$ cat config.mk
export PLATFORM = sky130hd
export DESIGN_NAME = timer_csr
export DESIGN_NICKNAME = d
export VERILOG_FILES = /design/src/rtl/timer_csr_pkg.sv /design/src/rtl/timer_csr_ctrl.sv /design/src/rtl/timer_csr_dp.sv /design/src/rtl/timer_csr.sv
export SDC_FILE = /design/constraint.sdc
export NUM_CORES = 1
export LEC_CHECK = 0
export ABC_AREA = 1
export BUFFER_PORTS_ARGS = -buffer_cell sky130_fd_sc_hd__buf_2
export CAP_MARGIN = 15
export CORE_MARGIN = 2
export CORE_UTILIZATION = 48
export DETAILED_ROUTE_END_ITERATION = 8
export PLACE_DENSITY = 0.91
export SKIP_CTS_REPAIR_TIMING = 1
export SYNTH_ARGS = -nofsm -noshare
export SYNTH_HDL_FRONTEND = slang
export SYNTH_SLANG_ARGS = --single-unit
$ cat constraint.sdc
create_clock -name clk -period 1.8 [get_ports clk]
set_input_delay 0.09 -clock clk [delete_from_list [all_inputs] [get_ports clk]]
set_output_delay 0.09 -clock clk [all_outputs]
set_load 0.02 [all_outputs]
$ cat src/rtl/timer_csr_pkg.sv
package timer_csr_pkg;

  typedef enum logic [3:0] {
    SEL_NONE, SEL_CFG, SEL_SNAP, SEL_IEN, SEL_ISTS, SEL_SECLO, SEL_SECHI,
    SEL_NS, SEL_LOAD, SEL_OFFLO, SEL_OFFHI, SEL_OFFNS, SEL_SYSLO, SEL_SYSHI,
    SEL_SYSNS
  } regSel_e;

  typedef struct packed {
    logic cfg;
    logic snap;
    logic ien;
    logic ists;
    logic secLo;
    logic secHi;
    logic ns;
    logic load;
    logic offLo;
    logic offHi;
    logic offNs;
  } wrStrobe_t;

  localparam logic [31:0] A_CFG   = 32'h000;
  localparam logic [31:0] A_SNAP  = 32'h004;
  localparam logic [31:0] A_IEN   = 32'h008;
  localparam logic [31:0] A_ISTS  = 32'h00C;
  localparam logic [31:0] A_SECLO = 32'h010;
  localparam logic [31:0] A_SECHI = 32'h014;
  localparam logic [31:0] A_NS    = 32'h018;
  localparam logic [31:0] A_LOAD  = 32'h01C;
  localparam logic [31:0] A_OFFLO = 32'h028;
  localparam logic [31:0] A_OFFHI = 32'h02C;
  localparam logic [31:0] A_OFFNS = 32'h030;
  localparam logic [31:0] A_SYSLO = 32'h100;
  localparam logic [31:0] A_SYSHI = 32'h104;
  localparam logic [31:0] A_SYSNS = 32'h108;

  localparam int IRQ_SRCS = 2;
  // source 0: master seconds event, source 1: external pin event
  localparam int IRQ_BIT_POS [IRQ_SRCS] = '{0, 16};
  localparam int PORT_EN_LSB = 16;

endpackage

$ cat src/rtl/timer_csr_ctrl.sv
module timer_csr_ctrl
  import timer_csr_pkg::*;
#(
  parameter int ADDR_W = 12
) (
  input  logic              clk,
  input  logic              rst,
  input  logic [ADDR_W-1:0] addr,
  input  logic              wrEn,
  output regSel_e           sel,
  output wrStrobe_t         stb
);

  logic [31:0] addrExt;
  assign addrExt = 32'(addr);

  always_comb begin
    case (addrExt)
      A_CFG:   sel = SEL_CFG;
      A_SNAP:  sel = SEL_SNAP;
      A_IEN:   sel = SEL_IEN;
      A_ISTS:  sel = SEL_ISTS;
      A_SECLO: sel = SEL_SECLO;
      A_SECHI: sel = SEL_SECHI;
      A_NS:    sel = SEL_NS;
      A_LOAD:  sel = SEL_LOAD;
      A_OFFLO: sel = SEL_OFFLO;
      A_OFFHI: sel = SEL_OFFHI;
      A_OFFNS: sel = SEL_OFFNS;
      A_SYSLO: sel = SEL_SYSLO;
      A_SYSHI: sel = SEL_SYSHI;
      A_SYSNS: sel = SEL_SYSNS;
      default: sel = SEL_NONE;
    endcase
  end

  always_comb begin
    stb       = '0;
    stb.cfg   = wrEn && (sel == SEL_CFG);
    stb.snap  = wrEn && (sel == SEL_SNAP);
    stb.ien   = wrEn && (sel == SEL_IEN);
    stb.ists  = wrEn && (sel == SEL_ISTS);
    stb.secLo = wrEn && (sel == SEL_SECLO);
    stb.secHi = wrEn && (sel == SEL_SECHI);
    stb.ns    = wrEn && (sel == SEL_NS);
    stb.load  = wrEn && (sel == SEL_LOAD);
    stb.offLo = wrEn && (sel == SEL_OFFLO);
    stb.offHi = wrEn && (sel == SEL_OFFHI);
    stb.offNs = wrEn && (sel == SEL_OFFNS);
  end

  // one register written at most, and none without a write
  p_strobe_onehot_r13: assert property (@(posedge clk) disable iff (rst)
    $onehot0(stb));
  p_no_write_r13: assert property (@(posedge clk) disable iff (rst)
    !wrEn |-> (stb == '0));

endmodule

$ cat src/rtl/timer_csr_dp.sv
module timer_csr_dp
  import timer_csr_pkg::*;
#(
  parameter int SEC_W = 48,
  parameter int NS_W  = 30,
  parameter int PORTS = 4
) (
  input  logic             clk,
  input  logic             rst,
  input  regSel_e          sel,
  input  wrStrobe_t        stb,
  input  logic [31:0]      wrData,
  input  logic             masterPpsEvt,
  input  logic             extPpsEvt,
  input  logic [SEC_W-1:0] sysSecIn,
  input  logic [NS_W-1:0]  sysNsIn,
  output logic [31:0]      rdData,
  output logic             sysTimerEn,
  output logic             extBusEn,
  output logic [1:0]       overwriteMode,
  output logic             autoRefreshEn,
  output logic             ppsSnapEn,
  output logic [PORTS-1:0] portEn,
  output logic             snapPulse,
  output logic             loadTimePulse,
  output logic             loadOffsetPulse,
  output logic [SEC_W-1:0] swSec,
  output logic [NS_W-1:0]  swNs,
  output logic [SEC_W-1:0] swOffSec,
  output logic [NS_W-1:0]  swOffNs,
  output logic             irq
);

  localparam int SEC_HI_W = SEC_W - 32;

  logic [5:0]          cfgLow;
  logic [PORTS-1:0]    portEnR;
  logic [SEC_W-1:0]    swSecR, swOffSecR;
  logic [NS_W-1:0]     swNsR, swOffNsR;
  logic [IRQ_SRCS-1:0] srcEvt;
  logic [IRQ_SRCS-1:0] stsR;
  logic [IRQ_SRCS-1:0] ienR;
  logic                unusedWrData;

  assign unusedWrData = ^wrData;
  assign srcEvt = {extPpsEvt, masterPpsEvt};

  always_ff @(posedge clk) begin
    if (rst) begin
      cfgLow          <= '0;
      portEnR         <= '0;
      swSecR          <= '0;
      swNsR           <= '0;
      swOffSecR       <= '0;
      swOffNsR        <= '0;
      snapPulse       <= 1'b0;
      loadTimePulse   <= 1'b0;
      loadOffsetPulse <= 1'b0;
    end else begin
      if (stb.cfg) begin
        cfgLow  <= wrData[5:0];
        portEnR <= wrData[PORT_EN_LSB +: PORTS];
      end
      if (stb.secLo) swSecR[31:0]        <= wrData;
      if (stb.secHi) swSecR[SEC_W-1:32]  <= wrData[SEC_HI_W-1:0];
      if (stb.ns)    swNsR               <= wrData[NS_W-1:0];
      if (stb.offLo) swOffSecR[31:0]     <= wrData;
      if (stb.offHi) swOffSecR[SEC_W-1:32] <= wrData[SEC_HI_W-1:0];
      if (stb.offNs) swOffNsR            <= wrData[NS_W-1:0];
      snapPulse       <= stb.snap && wrData[0];
      loadTimePulse   <= stb.load && wrData[0];
      loadOffsetPulse <= stb.load && wrData[1];
    end
  end

  for (genvar s = 0; s < IRQ_SRCS; s++) begin : g_irq
    always_ff @(posedge clk) begin
      if (rst) begin
        stsR[s] <= 1'b0;
        ienR[s] <= 1'b0;
      end else begin
        if (stb.ien) ienR[s] <= wrData[IRQ_BIT_POS[s]];
        // event has priority over a clear in the same cycle
        stsR[s] <= (stsR[s] && !(stb.ists && wrData[IRQ_BIT_POS[s]])) || srcEvt[s];
      end
    end

    // an event always leaves its status bit set
    p_evt_sets_r8: assert property (@(posedge clk) disable iff (rst)
      srcEvt[s] |=> stsR[s]);
    // a clear with no competing event drops the bit
    p_clear_r7: assert property (@(posedge clk) disable iff (rst)
      (stb.ists && wrData[IRQ_BIT_POS[s]] && !srcEvt[s]) |=> !stsR[s]);
    // a status bit never drops without a clear write
    p_sticky_r6: assert property (@(posedge clk) disable iff (rst)
      (stsR[s] && !stb.ists) |=> stsR[s]);
  end

  always_comb begin
    irq = 1'b0;
    for (int s = 0; s < IRQ_SRCS; s++) irq = irq | (stsR[s] & ienR[s]);
  end

  always_comb begin
    rdData = '0;
    case (sel)
      SEL_CFG: begin
        rdData[5:0]                  = cfgLow;
        rdData[PORT_EN_LSB +: PORTS] = portEnR;
      end
      SEL_IEN:  for (int s = 0; s < IRQ_SRCS; s++) rdData[IRQ_BIT_POS[s]] = ienR[s];
      SEL_ISTS: for (int s = 0; s < IRQ_SRCS; s++) rdData[IRQ_BIT_POS[s]] = stsR[s];
      SEL_SECLO: rdData = swSecR[31:0];
      SEL_SECHI: rdData[SEC_HI_W-1:0] = swSecR[SEC_W-1:32];
      SEL_NS:    rdData[NS_W-1:0] = swNsR;
      SEL_SYSLO: rdData = sysSecIn[31:0];
      SEL_SYSHI: rdData[SEC_HI_W-1:0] = sysSecIn[SEC_W-1:32];
      SEL_SYSNS: rdData[NS_W-1:0] = sysNsIn;
      default:   rdData = '0;
    endcase
  end

  assign sysTimerEn    = cfgLow[0];
  assign extBusEn      = cfgLow[1];
  assign overwriteMode = cfgLow[3:2];
  assign autoRefreshEn = cfgLow[4];
  assign ppsSnapEn     = cfgLow[5];
  assign portEn        = portEnR;
  assign swSec         = swSecR;
  assign swNs          = swNsR;
  assign swOffSec      = swOffSecR;
  assign swOffNs       = swOffNsR;

  // pulses only follow a qualifying write
  p_snap_src_r3: assert property (@(posedge clk) disable iff (rst)
    snapPulse |-> $past(stb.snap && wrData[0]));
  p_load_time_src_r4: assert property (@(posedge clk) disable iff (rst)
    loadTimePulse |-> $past(stb.load && wrData[0]));
  p_load_off_src_r4: assert property (@(posedge clk) disable iff (rst)
    loadOffsetPulse |-> $past(stb.load && wrData[1]));
  // trigger addresses read 0
  p_trig_reads_zero_r3: assert property (@(posedge clk) disable iff (rst)
    (sel == SEL_SNAP || sel == SEL_LOAD) |-> (rdData == 32'h0));
  // write-only addresses read 0
  p_wo_reads_zero_r11: assert property (@(posedge clk) disable iff (rst)
    (sel == SEL_OFFLO || sel == SEL_OFFHI || sel == SEL_OFFNS) |-> (rdData == 32'h0));
  // irq rises only after an event or an enable write
  p_irq_rise_r9: assert property (@(posedge clk) disable iff (rst)
    $rose(irq) |-> $past(masterPpsEvt || extPpsEvt || stb.ien));

endmodule

$ cat src/rtl/timer_csr.sv
module timer_csr
  import timer_csr_pkg::*;
#(
  parameter int ADDR_W = 12,
  parameter int SEC_W  = 48,
  parameter int NS_W   = 30,
  parameter int PORTS  = 4
) (
  input  logic              clk,
  input  logic              rst,
  input  logic [ADDR_W-1:0] busAddr,
  input  logic              busWrEn,
  input  logic [31:0]       busWrData,
  output logic [31:0]       busRdData,
  input  logic              masterPpsEvt,
  input  logic              extPpsEvt,
  input  logic [SEC_W-1:0]  sysSecIn,
  input  logic [NS_W-1:0]   sysNsIn,
  output logic              sysTimerEn,
  output logic              extBusEn,
  output logic [1:0]        overwriteMode,
  output logic              autoRefreshEn,
  output logic              ppsSnapEn,
  output logic [PORTS-1:0]  portEn,
  output logic              snapPulse,
  output logic              loadTimePulse,
  output logic              loadOffsetPulse,
  output logic [SEC_W-1:0]  swSec,
  output logic [NS_W-1:0]   swNs,
  output logic [SEC_W-1:0]  swOffSec,
  output logic [NS_W-1:0]   swOffNs,
  output logic              irq
);

  regSel_e    sel;
  wrStrobe_t  stb;

  timer_csr_ctrl #(.ADDR_W(ADDR_W)) u_ctrl (
    .clk  (clk),
    .rst  (rst),
    .addr (busAddr),
    .wrEn (busWrEn),
    .sel  (sel),
    .stb  (stb)
  );

  timer_csr_dp #(.SEC_W(SEC_W), .NS_W(NS_W), .PORTS(PORTS)) u_dp (
    .clk             (clk),
    .rst             (rst),
    .sel             (sel),
    .stb             (stb),
    .wrData          (busWrData),
    .masterPpsEvt    (masterPpsEvt),
    .extPpsEvt       (extPpsEvt),
    .sysSecIn        (sysSecIn),
    .sysNsIn         (sysNsIn),
    .rdData          (busRdData),
    .sysTimerEn      (sysTimerEn),
    .extBusEn        (extBusEn),
    .overwriteMode   (overwriteMode),
    .autoRefreshEn   (autoRefreshEn),
    .ppsSnapEn       (ppsSnapEn),
    .portEn          (portEn),
    .snapPulse       (snapPulse),
    .loadTimePulse   (loadTimePulse),
    .loadOffsetPulse (loadOffsetPulse),
    .swSec           (swSec),
    .swNs            (swNs),
    .swOffSec        (swOffSec),
    .swOffNs         (swOffNs),
    .irq             (irq)
  );

endmodule

==> impl_metrics.prom <==
# TYPE chip_impl_metric gauge
chip_impl_info{name="setup.worst_path.start_class",value="input pin"} 1
chip_impl_metric{name="global_route_wire_length_before_repair",unit="um"} 42900
chip_impl_info{name="hold_start",value="busWrData[19]"} 1
chip_impl_info{name="worst_setup_path_end_kind",value="primary output"} 1
chip_impl_metric{name="synth_cell_type_count",unit=""} 31
chip_impl_metric{name="ys_seq_area_share",unit="%"} 45.6
chip_impl_metric{name="worst-endpoint-arrival",unit="ns"} 1.76
chip_impl_metric{name="yosys.area_share.simple",unit="%"} 29.7
chip_impl_metric{name="dieArea",unit="um2"} 16800
chip_impl_metric{name="grt_pass1_vias",unit=""} 7874
chip_impl_metric{name="synthMuxAreaShare",unit="%"} 0
chip_impl_metric{name="mappedNetlistArea",unit="um2"} 7590
chip_impl_metric{name="timing_worst_slew_pin_value",unit="ns"} 0.678
chip_impl_metric{name="detail-route-antenna-nets",unit=""} 0
chip_impl_metric{name="ys_async_sr_fraction",unit="%"} 0
chip_impl_metric{name="static-leakage-power",unit="uW"} 0.00504
chip_impl_metric{name="fillCellCount",unit=""} 1198
chip_impl_metric{name="coreArea",unit="um2"} 15300
chip_impl_info{name="reg2reg_capture_point",value="u_dp.portEn[2]"} 1
chip_impl_metric{name="post_route_cells_drive_above_1_share",unit="%"} 35.2
chip_impl_info{name="post_synth_main_area_contributors",value="dfxtp_1 46%, nand2_1 15%, a21oi_1 9.2%"} 1
chip_impl_info{name="outcome",value="finished with violations"} 1
chip_impl_metric{name="vias",unit=""} 9124
chip_impl_metric{name="required",unit="ns"} 1.71
chip_impl_metric{name="largest_net_degree_at_the_start_of_global_routing",unit=""} 99
chip_impl_info{name="whs_endpoint",value="u_dp.swOffNs[19]"} 1
chip_impl_metric{name="clock_insertion_delay_worst_skew",unit="ns"} 0.42
chip_impl_metric{name="power_per_cell_area",unit="nW/um2"} 728
chip_impl_metric{name="layout_setup_ws",unit="ns"} -0.0499
chip_impl_metric{name="routed_wire_length_per_instance",unit="um"} 18.8
chip_impl_metric{name="synth_enable_flop_cells",unit=""} 0
chip_impl_metric{name="number_of_port_buffers",unit=""} 328
chip_impl_metric{name="syn_to_final_growth",unit="%"} 42.9
chip_impl_metric{name="relative_slew_slack",unit="%"} 54.7
chip_impl_metric{name="fin_crit_sh",unit="%"} 103
chip_impl_metric{name="syn_avg_cell_area",unit="um2"} 7.14
chip_impl_info{name="post-synth-top-count-cell",value="nand2_1"} 1
chip_impl_metric{name="setup-violations-final",unit=""} 4
chip_impl_metric{name="detailedRoute.firstIterationViolations",unit=""} 889
chip_impl_metric{name="synth.ff_latch_count",unit=""} 173
chip_impl_metric{name="synthAdderAreaFrac",unit="%"} 0
chip_impl_info{name="cts_tree",value="built"} 1
chip_impl_info{name="yosysTopAreaCell",value="dfxtp_1"} 1
chip_impl_metric{name="holdPathStages",unit=""} 3
chip_impl_metric{name="ys.warnings.count",unit=""} 0
chip_impl_metric{name="route.detailed.vias_per_inst",unit=""} 5.53
chip_impl_metric{name="drt-total-wl",unit="um"} 31000
chip_impl_info{name="violations_in_the_final_reports",value="hold timing, setup timing"} 1
chip_impl_metric{name="skew",unit="ns"} 0
chip_impl_info{name="synth_top_family_by_area",value="simple AND/OR/NAND/NOR gates"} 1
chip_impl_info{name="crit-reg2reg-launch",value="u_dp.portEn[2]"} 1
chip_impl_info{name="post_synth_most_frequent_cells",value="306 x nand2_1, 173 x dfxtp_1, 140 x a21oi_1"} 1
chip_impl_metric{name="clock_pin_slew_reported_for_the_worst_setup_and_hold_paths_after_clock_tree_synthesis",unit="ns"} 0.07
chip_impl_metric{name="design.portCount",unit=""} 329
chip_impl_metric{name="clock.fmax",unit="GHz"} 0.541
chip_impl_metric{name="grt_util_all_layers",unit="%"} 33.4
chip_impl_metric{name="synth_cells",unit=""} 1064
chip_impl_metric{name="synth_compound_gate_area_share",unit="%"} 16.7
chip_impl_metric{name="maximum_clock_insertion_buffer_count",unit=""} 2
chip_impl_metric{name="grt_overflow",unit=""} 0
chip_impl_metric{name="h-tree-depth",unit=""} 4
chip_impl_metric{name="final.hold.worst_slack",unit="ns"} -0.0107
chip_impl_metric{name="final.min_clock_period",unit="ns"} 1.85
chip_impl_metric{name="start_util",unit="%"} 49.6
chip_impl_metric{name="vdd_drop_max",unit="mV"} 0.809
chip_impl_metric{name="synth_xor_xnor_area_share",unit="%"} 0
chip_impl_metric{name="drc",unit=""} 0
chip_impl_metric{name="dpl.hpwl",unit="um"} 21400
chip_impl_metric{name="dieWidth",unit="um"} 130
chip_impl_metric{name="instances_no_fill",unit=""} 1649
chip_impl_metric{name="floorplan.rows",unit=""} 45
chip_impl_metric{name="post-place-cells",unit=""} 1587
chip_impl_metric{name="reg2reg_depth",unit=""} 2
chip_impl_info{name="critical_path_class",value="in2out"} 1
chip_impl_metric{name="number_of_antenna_violations_at_the_first_check_in_global_routing",unit=""} 1
chip_impl_info{name="cts_root_buf",value="clkbuf_16"} 1
chip_impl_metric{name="finalNetCount",unit=""} 1550
chip_impl_info{name="worst_hold_path_class",value="in2reg"} 1
chip_impl_info{name="rsz_0062_raised_after_global_routing",value="true"} 1
chip_impl_metric{name="worst_path_fanout_max",unit=""} 8
chip_impl_metric{name="synth_nets",unit=""} 1191
chip_impl_metric{name="slew_violations",unit=""} 0
chip_impl_metric{name="die_h",unit="um"} 130
chip_impl_info{name="synth-main-ff-cell",value="dfxtp_1"} 1
chip_impl_metric{name="cap_viol_max_count",unit=""} 0
chip_impl_metric{name="drt_first_pass_iters",unit=""} 6
chip_impl_metric{name="synthDominantCellAreaShare",unit="%"} 45.6
chip_impl_metric{name="hold_viol_final",unit=""} 2
chip_impl_metric{name="cts_num_sinks",unit=""} 173
chip_impl_metric{name="gpl.final_weighted_congestion",unit=""} 0.898
chip_impl_metric{name="reg2reg_setup_slack",unit="ns"} 1.02
chip_impl_metric{name="numCtsBuffers",unit=""} 17
state kept, by name, summed over array words and instances, names as in the netlist:
name                  count
u_dp.swOffNs             30
u_dp.stsR                 2
u_dp.swOffSec            48
u_dp.loadTimePulse        1
u_dp.ienR                 2
u_dp.swNs                30
u_dp.loadOffsetPulse      1
u_dp.cfgLow               6
u_dp.snapPulse            1
u_dp.portEn               4
u_dp.swSec               48
placed cells by master, fill, tap and decap left out, types with 8 or more instances in the layout:
cell type / instances
a211oi_1: 8
a21oi_1: 140
a22o_1: 8
buf_12: 11
buf_2: 316
buf_4: 46
buf_6: 12
clkbuf_16: 18
dfxtp_1: 173
dlygate4sd3_1: 16
inv_1: 66
nand2_1: 297
nand2_2: 21
nand3_1: 33
nand3_2: 8
nand4_1: 20
nand4_2: 10
nor2_1: 91
nor2_4: 12
o21ai_0: 57
o22ai_1: 10
cell type report:
| class | instances | area (um2) | share of cell area, % |
|---|---|---|---|
| Clock buffer | 19 | 443 | 4.08 |
| Inverter | 77 | 302 | 2.78 |
| Clock inverter | 13 | 128 | 1.18 |
| Sequential cell | 173 | 3460 | 31.9 |
| Tap cell | 211 | 264 | 2.43 |
| Timing Repair Buffer | 406 | 2530 | 23.3 |
| Multi-Input combinational cell | 748 | 3720 | 34.3 |
| Antenna cell | 2 | 5.00 | 0.0461 |
per-stage QoR:
stage                     area, um2  setup slack (ns)  util, %  power (uW)  TNS [ns]
after floorplan                7590             0.309        -        4040         0
after global placement         9690           -0.0877     63.3        4310     -1.04
after detailed placement       9690           -0.0935     63.3        4310    -0.878
after CTS                     10300            -0.103     67.0        7830    -0.784
after global routing          10800           -0.0978     70.8        8090     -1.00
final                         10900           -0.0499     70.8        7900    -0.109
how the worst max path moves through the flow:
stage	start	end	slack [ns]
after floorplan	busAddr[6]	busRdData[10]	0.31
final	busAddr[7]	busRdData[14]	-0.05
after global routing	busAddr[7]	busRdData[0]	-0.1
after detailed placement	busAddr[4]	busRdData[14]	-0.09
after CTS	busAddr[0]	busRdData[14]	-0.10
after global placement	busAddr[0]	busRdData[15]	-0.09
kinds of logic (layout without fill, tap and decap cells):
| logic type | Yosys count | after routing |
|---|---|---|
| other cells | 0 | 2 |
| buf+inv | 143 | 515 |
| flops | 173 | 173 |
| compound gates | 235 | 235 |
| simple gates | 513 | 513 |
critical path, stage by stage:
cell     delay [ns]
buf_6          0.09
inv_2          0.06
nand2_4        0.07
buf_6          0.12
nor2_1         0.22
nand2_1        0.16
nand3_4        0.12
nor2_4         0.04
and3_4         0.22
buf_12         0.16
nand2_4        0.06
nand4_1        0.13
buf_4          0.20
per-layer routing:
layer  track usage (%)  part of all wire [%]  up-vias  wire length (um)
li1                  -                     -     4197                 -
met1              42.4                    37     4182             11600
met2              53.9                    47      613             14600
met3              8.90                    11      132              3410
met4              14.2                   4.5        0              1400
met5                 0                     0        -                 0
report_power, final:
group / switching [uW] / total (uW) / leakage, uW / internal [uW]
Combinational: 292 / 473 / 0.00337 / 181
Clock: 1620 / 3590 / 0.000277 / 1970
Sequential: 2.93 / 3830 / 0.00139 / 3830
Total: 1910 / 7900 / 0.00504 / 5980
Note: power is estimated with default switching activity, not from simulation.
